===== src/rtl/iq_pkg.sv =====
package iq_pkg;
   localparam int NUM_BANKS = 2;

   typedef enum logic {
      BANK_LO = 1'b0,
      BANK_HI = 1'b1
   } bank_e;

   // Steering rule: the upper bank wins only with strictly more room.
   function automatic bank_e steer(input int unsigned free_lo, input int unsigned free_hi);
      return (free_hi > free_lo) ? BANK_HI : BANK_LO;
   endfunction
endpackage


===== src/rtl/iq_pay_ram.sv =====
module iq_pay_ram #(
   parameter int DEPTH = 8,
   parameter int WIDTH = 26,
   localparam int AW = $clog2(DEPTH)
) (
   input  logic             clk,
   input  logic             we,
   input  logic [AW-1:0]    waddr,
   input  logic [WIDTH-1:0] wdata,
   input  logic [AW-1:0]    raddr,
   output logic [WIDTH-1:0] rdata
);
   logic [WIDTH-1:0] mem [DEPTH];

   always_ff @(posedge clk) begin
      if (we) mem[waddr] <= wdata;
   end

   assign rdata = mem[raddr];
endmodule


===== src/rtl/iq_age_sel.sv =====
module iq_age_sel #(
   parameter int DEPTH = 8,
   localparam int IW = $clog2(DEPTH)
) (
   input  logic [DEPTH-1:0] req,
   input  logic [DEPTH-1:0] older_than [DEPTH],
   output logic [DEPTH-1:0] grant,
   output logic [IW-1:0]    grant_idx,
   output logic             grant_any
);
   for (genvar i = 0; i < DEPTH; i++) begin : g_row
      assign grant[i] = req[i] & ~(|(req & older_than[i]));
   end

   always_comb begin
      grant_idx = '0;
      for (int i = 0; i < DEPTH; i++) begin
         if (grant[i]) grant_idx = IW'(i);
      end
   end

   assign grant_any = |req;
endmodule


===== src/rtl/iq_bank.sv =====
module iq_bank #(
   parameter int DEPTH  = 8,
   parameter int TAG_W  = 6,
   parameter int OP_W   = 8,
   parameter int N_WAKE = 2,
   localparam int IW   = $clog2(DEPTH),
   localparam int CW   = $clog2(DEPTH + 1),
   localparam int PL_W = OP_W + 3 * TAG_W
) (
   input  logic                      clk,
   input  logic                      rst_n,
   input  logic                      flush,
   input  logic                      wr_en,
   input  logic [PL_W-1:0]           wr_pl,
   input  logic                      wr_rdy1,
   input  logic                      wr_rdy2,
   input  logic [N_WAKE-1:0]         wk_vld,
   input  logic [N_WAKE*TAG_W-1:0]   wk_tag,
   output logic [CW-1:0]             free_cnt,
   output logic                      iss_vld,
   output logic [PL_W-1:0]           iss_pl
);
   logic [DEPTH-1:0] valid_q, rdy1_q, rdy2_q;
   logic [TAG_W-1:0] s1_q [DEPTH];
   logic [TAG_W-1:0] s2_q [DEPTH];
   logic [DEPTH-1:0] older_q [DEPTH];
   logic [DEPTH-1:0] hit1, hit2, req, grant;
   logic [IW-1:0]    sel_idx, wr_idx;
   logic             sel_any;
   logic [PL_W-1:0]  rd_pl;
   logic [TAG_W-1:0] wr_s1, wr_s2;

   assign wr_s1 = wr_pl[TAG_W-1:0];
   assign wr_s2 = wr_pl[2*TAG_W-1:TAG_W];

   function automatic logic tag_hit(input logic [TAG_W-1:0] t);
      logic h = 1'b0;
      for (int k = 0; k < N_WAKE; k++) begin
         if (wk_vld[k] && wk_tag[k*TAG_W +: TAG_W] == t) h = 1'b1;
      end
      return h;
   endfunction

   for (genvar i = 0; i < DEPTH; i++) begin : g_cmp
      assign hit1[i] = tag_hit(s1_q[i]);
      assign hit2[i] = tag_hit(s2_q[i]);
   end

   assign req = valid_q & rdy1_q & rdy2_q;

   iq_age_sel #(.DEPTH(DEPTH)) u_sel (
      .req(req), .older_than(older_q), .grant(grant),
      .grant_idx(sel_idx), .grant_any(sel_any)
   );

   always_comb begin
      wr_idx   = '0;
      free_cnt = '0;
      for (int i = DEPTH - 1; i >= 0; i--) begin
         if (!valid_q[i]) begin
            wr_idx   = IW'(i);
            free_cnt = free_cnt + CW'(1);
         end
      end
   end

   iq_pay_ram #(.DEPTH(DEPTH), .WIDTH(PL_W)) u_ram (
      .clk(clk), .we(wr_en), .waddr(wr_idx), .wdata(wr_pl),
      .raddr(sel_idx), .rdata(rd_pl)
   );

   always_ff @(posedge clk) begin
      if (!rst_n || flush) begin
         valid_q <= '0;
         rdy1_q  <= '0;
         rdy2_q  <= '0;
         iss_vld <= 1'b0;
         iss_pl  <= '0;
         for (int i = 0; i < DEPTH; i++) begin
            older_q[i] <= '0;
            s1_q[i]    <= '0;
            s2_q[i]    <= '0;
         end
      end else begin
         rdy1_q  <= rdy1_q | hit1;
         rdy2_q  <= rdy2_q | hit2;
         iss_vld <= sel_any;
         if (sel_any) begin
            valid_q[sel_idx] <= 1'b0;
            iss_pl           <= rd_pl;
         end
         if (wr_en) begin
            for (int j = 0; j < DEPTH; j++) older_q[j][wr_idx] <= 1'b0;
            older_q[wr_idx] <= valid_q;
            valid_q[wr_idx] <= 1'b1;
            rdy1_q[wr_idx]  <= wr_rdy1 | tag_hit(wr_s1);
            rdy2_q[wr_idx]  <= wr_rdy2 | tag_hit(wr_s2);
            s1_q[wr_idx]    <= wr_s1;
            s2_q[wr_idx]    <= wr_s2;
         end
      end
   end

   AST_ONE_GRANT: assert property (@(posedge clk) disable iff (!rst_n) $onehot0(grant));
   AST_NO_WRITE_FULL: assert property (@(posedge clk) disable iff (!rst_n) wr_en |-> free_cnt != '0);
   AST_FLUSH_EMPTIES: assert property (@(posedge clk) disable iff (!rst_n) flush |=> (valid_q == '0 && !iss_vld));
   AST_SEL_ISSUES: assert property (@(posedge clk) disable iff (!rst_n) (sel_any && !flush) |=> iss_vld);

   for (genvar i = 0; i < DEPTH; i++) begin : g_chk
      AST_WAKE_SETS: assert property (@(posedge clk) disable iff (!rst_n)
         (valid_q[i] && hit1[i] && !flush) |=> (rdy1_q[i] || !valid_q[i]));
   end
endmodule


===== src/rtl/iq_banked.sv =====
module iq_banked
   import iq_pkg::*;
#(
   parameter int BANK_DEPTH = 8,
   parameter int TAG_W      = 6,
   parameter int OP_W       = 8,
   parameter int N_WAKE     = 2,
   localparam int CW   = $clog2(BANK_DEPTH + 1),
   localparam int PL_W = OP_W + 3 * TAG_W
) (
   input  logic                         clk,
   input  logic                         rst_n,
   input  logic                         flush,
   input  logic                         disp_valid,
   output logic                         disp_ready,
   input  logic [OP_W-1:0]              disp_op,
   input  logic [TAG_W-1:0]             disp_src1,
   input  logic                         disp_src1_rdy,
   input  logic [TAG_W-1:0]             disp_src2,
   input  logic                         disp_src2_rdy,
   input  logic [TAG_W-1:0]             disp_dst,
   input  logic [N_WAKE-1:0]            wk_valid,
   input  logic [N_WAKE*TAG_W-1:0]      wk_tag,
   output logic [NUM_BANKS-1:0]         iss_valid,
   output logic [NUM_BANKS*OP_W-1:0]    iss_op,
   output logic [NUM_BANKS*TAG_W-1:0]   iss_src1,
   output logic [NUM_BANKS*TAG_W-1:0]   iss_src2,
   output logic [NUM_BANKS*TAG_W-1:0]   iss_dst
);
   if (BANK_DEPTH < 2 || TAG_W < 1 || OP_W < 1 || N_WAKE < 1) begin : g_bad_param
      $error("iq_banked: illegal parameter set");
   end

   logic [CW-1:0]        free_cnt [NUM_BANKS];
   logic [NUM_BANKS-1:0] wr_en, room;
   logic [PL_W-1:0]      disp_pl;
   logic                 fire;
   bank_e                target;

   assign disp_pl    = {disp_op, disp_dst, disp_src2, disp_src1};
   assign disp_ready = |room;
   assign fire       = disp_valid && disp_ready && !flush;
   assign target     = steer(int'(free_cnt[0]), int'(free_cnt[1]));

   for (genvar b = 0; b < NUM_BANKS; b++) begin : g_bank
      logic [PL_W-1:0] pl;

      assign room[b]  = free_cnt[b] != '0;
      assign wr_en[b] = fire && (target == bank_e'(b));

      iq_bank #(
         .DEPTH(BANK_DEPTH), .TAG_W(TAG_W), .OP_W(OP_W), .N_WAKE(N_WAKE)
      ) u_bank (
         .clk(clk), .rst_n(rst_n), .flush(flush),
         .wr_en(wr_en[b]), .wr_pl(disp_pl),
         .wr_rdy1(disp_src1_rdy), .wr_rdy2(disp_src2_rdy),
         .wk_vld(wk_valid), .wk_tag(wk_tag),
         .free_cnt(free_cnt[b]), .iss_vld(iss_valid[b]), .iss_pl(pl)
      );

      assign iss_src1[b*TAG_W +: TAG_W] = pl[TAG_W-1:0];
      assign iss_src2[b*TAG_W +: TAG_W] = pl[2*TAG_W-1:TAG_W];
      assign iss_dst[b*TAG_W +: TAG_W]  = pl[3*TAG_W-1:2*TAG_W];
      assign iss_op[b*OP_W +: OP_W]     = pl[PL_W-1:3*TAG_W];
   end

   AST_ONE_BANK_WRITE: assert property (@(posedge clk) disable iff (!rst_n) $onehot0(wr_en));
   AST_STEER_FREER: assert property (@(posedge clk) disable iff (!rst_n) wr_en[1] |-> free_cnt[1] > free_cnt[0]);
   AST_FULL_STALL: assert property (@(posedge clk) disable iff (!rst_n) !disp_ready |-> wr_en == '0);
endmodule


===== config.mk =====
export PLATFORM = sky130hd
export DESIGN_NAME = iq_banked
export DESIGN_NICKNAME = d
export VERILOG_FILES = /design/src/rtl/iq_pkg.sv /design/src/rtl/iq_pay_ram.sv /design/src/rtl/iq_age_sel.sv /design/src/rtl/iq_bank.sv /design/src/rtl/iq_banked.sv
export SDC_FILE = /design/constraint.sdc
export NUM_CORES = 1
export LEC_CHECK = 0
export ABC_CLOCK_PERIOD_IN_PS = 8400
export BUFFER_PORTS_ARGS = -buffer_cell sky130_fd_sc_hd__buf_2
export CAP_MARGIN = 20
export CORE_MARGIN = 4
export CORE_UTILIZATION = 28
export CTS_BUF_LIST = sky130_fd_sc_hd__clkbuf_4
export CTS_CLUSTER_SIZE = 14
export DETAILED_ROUTE_END_ITERATION = 12
export SYNTH_ARGS = -nofsm -noshare
export SYNTH_HDL_FRONTEND = slang
export SYNTH_SLANG_ARGS = --single-unit
export TNS_END_PERCENT = 5

===== constraint.sdc =====
create_clock -name clk -period 8.4 [get_ports clk]
set_clock_uncertainty 0.05 [all_clocks]
set_input_delay 0.42 -clock clk [delete_from_list [all_inputs] [get_ports clk]]
set_output_delay 0.42 -clock clk [all_outputs]
set_load 0.02 [all_outputs]

==> out/qor.tcl <==
set qor(outcome) {finished, final reports clean}
set qor(cp_slowest_stage_delay_ps) 490
set qor(gate_count_after_technology_mapping) 3001
set qor(netlist-cell-type-count) 88
set qor(floorplan.initialDensity) 0.283
set qor(cp_max_fo) 32
set qor(die_area_um2) 139000
set qor(final_layout_size_suffix_gt1_frac) 0.173
set qor(cts_max_level) 4
set qor(clk_root_buffer_cell) {sky130_fd_sc_hd__clkbuf_4}
set qor(ys_seq_elements) 822
set qor(placed_instances) 4707
set qor(max-cap-violations) 0
set qor(number_of_core_rows) 133
set qor(hold_viol) 0
set qor(cts_resized) 0
set qor(cts_buffer_depth) 3
set qor(grt_pass1_wl_um) 168000
set qor(post-route-drc-count) 0
set qor(worst_hold_path_type) {input pin to flop}
set qor(maxClockFrequency_mhz) 132
set qor(synth.cell_area_um2) 37300
set qor(syn_avg_cell_area_um2) 12.4
set qor(slew-limit-headroom) 0.243
set qor(syn_to_final_growth_pct) 14.9
set qor(antenna_found_initial) 9
set qor(final_area_um2) 42800
set qor(placement.io_buffers) 100
set qor(fp.dieH_um) 373
set qor(global_route.overflow_total) 0
set qor(fin_crit_sh) 0.901
set qor(core_area_um2) 132000
set qor(grt_setup_unrepaired) {false}
set qor(hpwl_after_detailed_placement_um) 68100
set qor(totalWireLength_um) 113000
set qor(place.gp.congestion) 0.928
set qor(power.leakage_uw) 0.0154
set qor(total_number_of_clock_tree_sinks) 822
set qor(synth_top_flop_cell) {sky130_fd_sc_hd__edfxtp_1}
set qor(tritoncts_clock_tree) {built}
set qor(critPathCaptureType) {flop}
set qor(crit_path_top_delay_cell) {sky130_fd_sc_hd__dfxtp_1}
set qor(cts_clk_pin_slew_worst_paths_ps) 70
set qor(cts_buffers) 198
set qor(wl_per_cell_um) 22.1
set qor(grt_pass1_vias) 26300
set qor(peakVddDrop_mv) 0.147
set qor(number_of_iterations_in_the_first_detailed_routing_pass) 5
set qor(finalMaxSlewViolations) 0
set qor(die_w_um) 373
set qor(cts_hold_buf) 33
set qor(worst-endpoint-required_ps) 9010
set qor(groute.usage.overall) 0.157
set qor(ios) 101
set qor(ys_async_sr_fraction) 0
set qor(path_common_cell) {sky130_fd_sc_hd__ha_1}
set qor(clock_insertion_delay_worst_skew_ps) 1070
set qor(dpl-instance-area_um2) 39900
set qor(via_count) 26300
set qor(net_count_of_the_mapped_netlist) 3067
set qor(synth_seq_area_share) 0.605
set qor(viasPerCell) 5.14
set qor(worst_ep_arrival_time_ps) 8180
set qor(antenna_violating_nets_post_route) 0
set qor(final_net_count) 3254
set qor(synth_enable_flop_cells) 608
set qor(critical_path_class) {flop to flop}
set qor(layout_min_cycle_time_ps) 7570
set qor(tightestPinTransition_ps) 1130
set qor(grt_start_max_net_pins) 81
set qor(power_density_nw_per_um2) 195
set qor(cp-start-kind) {flop}
set qor(synth.yosys.warnings) 0
set qor(drtIter0Drc) 2175
set qor(tns_ps) 0
set qor(fin_hold_ws_ps) 182
set qor(setup-violations-final) 0
set qor(post_cts.repair.setup_buffers) 0
set qor(final_cells) 5110
set qor(fillCellCount) 13200
[registers in the layout (all words and copies together), names as in the netlist, named ones only]
register	flops
g_bank.u_bank.valid_q	16
g_bank.u_bank.iss_vld	2
g_bank.u_bank.s2_q	96
g_bank.u_bank.rdy2_q	16
g_bank.u_bank.iss_pl	52
g_bank.u_bank.u_ram.mem	416
g_bank.u_bank.rdy1_q	16
g_bank.u_bank.s1_q	96
g_bank.u_bank.older_q	98
[synthesized netlist by cell type, drive strengths merged (78+ instances only)]
cell type	count	area (um2)
nor4	78	543
a22oi	114	856
edfxtp	608	18300
a221oi	78	683
nand2	124	465
nand4	107	669
xnor2	222	1950
a21oi	79	399
and2	178	1110
xor2	210	1840
dfxtp	214	4280
o21ai	80	412
clkbuf	189	711
[worst max-delay path, delay by kind of cell (launching register included)]
family,cells,cell delay (ps)
AOI/OAI and AO/OA,5,1270
xor gates and xnor gates,3,930
adders and majority gates,6,1770
buffers and inverters,4,970
DFF,1,490
and+or+nand+nor,12,1640
[power by group]
group,internal (uW),total (uW),switching [uW]
Clock,1690,3320,1630
Sequential,4430,4480,52.5
Combinational,179,557,378
[cells by family after synthesis]
family | count (synthesis) | synth area share
and+or+nand+nor | 736 | 0.113
adders and majority gates | 20 | 0.00671
xor gates and xnor gates | 437 | 0.105
buffers and inverters | 294 | 0.0309
DFF | 822 | 0.605
AOI/OAI and AO/OA | 653 | 0.129
muxes | 39 | 0.0106
[per-stage QoR]
| step | total power (uW) | utilization | setup WS, ps |
|---|---|---|---|
| global placement | 5100 | 0.302 | 1100 |
| global route | 8690 | 0.325 | 335 |
| floorplan | 4890 | - | 716 |
| detailed placement | 5110 | 0.302 | 989 |
| finish | 8350 | 0.325 | 833 |
| CTS | 8430 | 0.325 | 936 |
[cell usage in the layout, fill, tap and decap left out, types with 50 or more instances in the layout]
| cell | count |
|---|---|
| sky130_fd_sc_hd__edfxtp_1 | 608 |
| sky130_fd_sc_hd__and3_1 | 50 |
| sky130_fd_sc_hd__a22oi_1 | 114 |
| sky130_fd_sc_hd__xnor2_1 | 221 |
| sky130_fd_sc_hd__o211ai_1 | 72 |
| sky130_fd_sc_hd__a221oi_1 | 78 |
| sky130_fd_sc_hd__dfxtp_1 | 214 |
| sky130_fd_sc_hd__buf_4 | 92 |
| sky130_fd_sc_hd__a21oi_1 | 76 |
| sky130_fd_sc_hd__nand4_1 | 107 |
| sky130_fd_sc_hd__clkbuf_4 | 290 |
| sky130_fd_sc_hd__and2_1 | 176 |
| sky130_fd_sc_hd__buf_2 | 100 |
| sky130_fd_sc_hd__xor2_1 | 210 |
| sky130_fd_sc_hd__nor4_1 | 72 |
| sky130_fd_sc_hd__inv_1 | 52 |
| sky130_fd_sc_hd__o21ai_0 | 72 |
| sky130_fd_sc_hd__nand2_1 | 124 |
[path summary, 6_finish.rpt]
kind / endpoint / slack [ps] / cells after the start / start
worst max register to register: g_bank[0].u_bank.u_ram.mem[2][3] / 830 / 30 / g_bank[0].u_bank.valid_q[6]
worst min-delay path: g_bank[1].u_bank.rdy2_q[3] / 180 / 5 / wk_tag[3]
worst max-delay path: g_bank[0].u_bank.u_ram.mem[2][3] / 830 / 30 / g_bank[0].u_bank.valid_q[6]
worst min register to register: g_bank[1].u_bank.older_q[11] / 400 / 2 / g_bank[1].u_bank.older_q[11]
[metal layers]
metal | global-route usage | share of wire | up-vias
li1 | - | - | 11900
met1 | 0.201 | 0.42 | 13100
met2 | 0.260 | 0.48 | 1099
met3 | 0.0312 | 0.069 | 241
met4 | 0.0625 | 0.035 | 2
met5 | 0 | 0.000088 | -
[layout make-up]
type	instances	area, um2	share of cell area
repair buffers	229	1590	0.0371
clock inverters	74	417	0.00973
multi-input cells	1885	13700	0.320
inverters	52	195	0.00456
clock buffers	289	2170	0.0507
well taps	1755	2200	0.0513
flip-flops and latches	822	22500	0.526
diodes	4	10.0	0.000234
No activity file was read; power rests on OpenSTA's default activity.
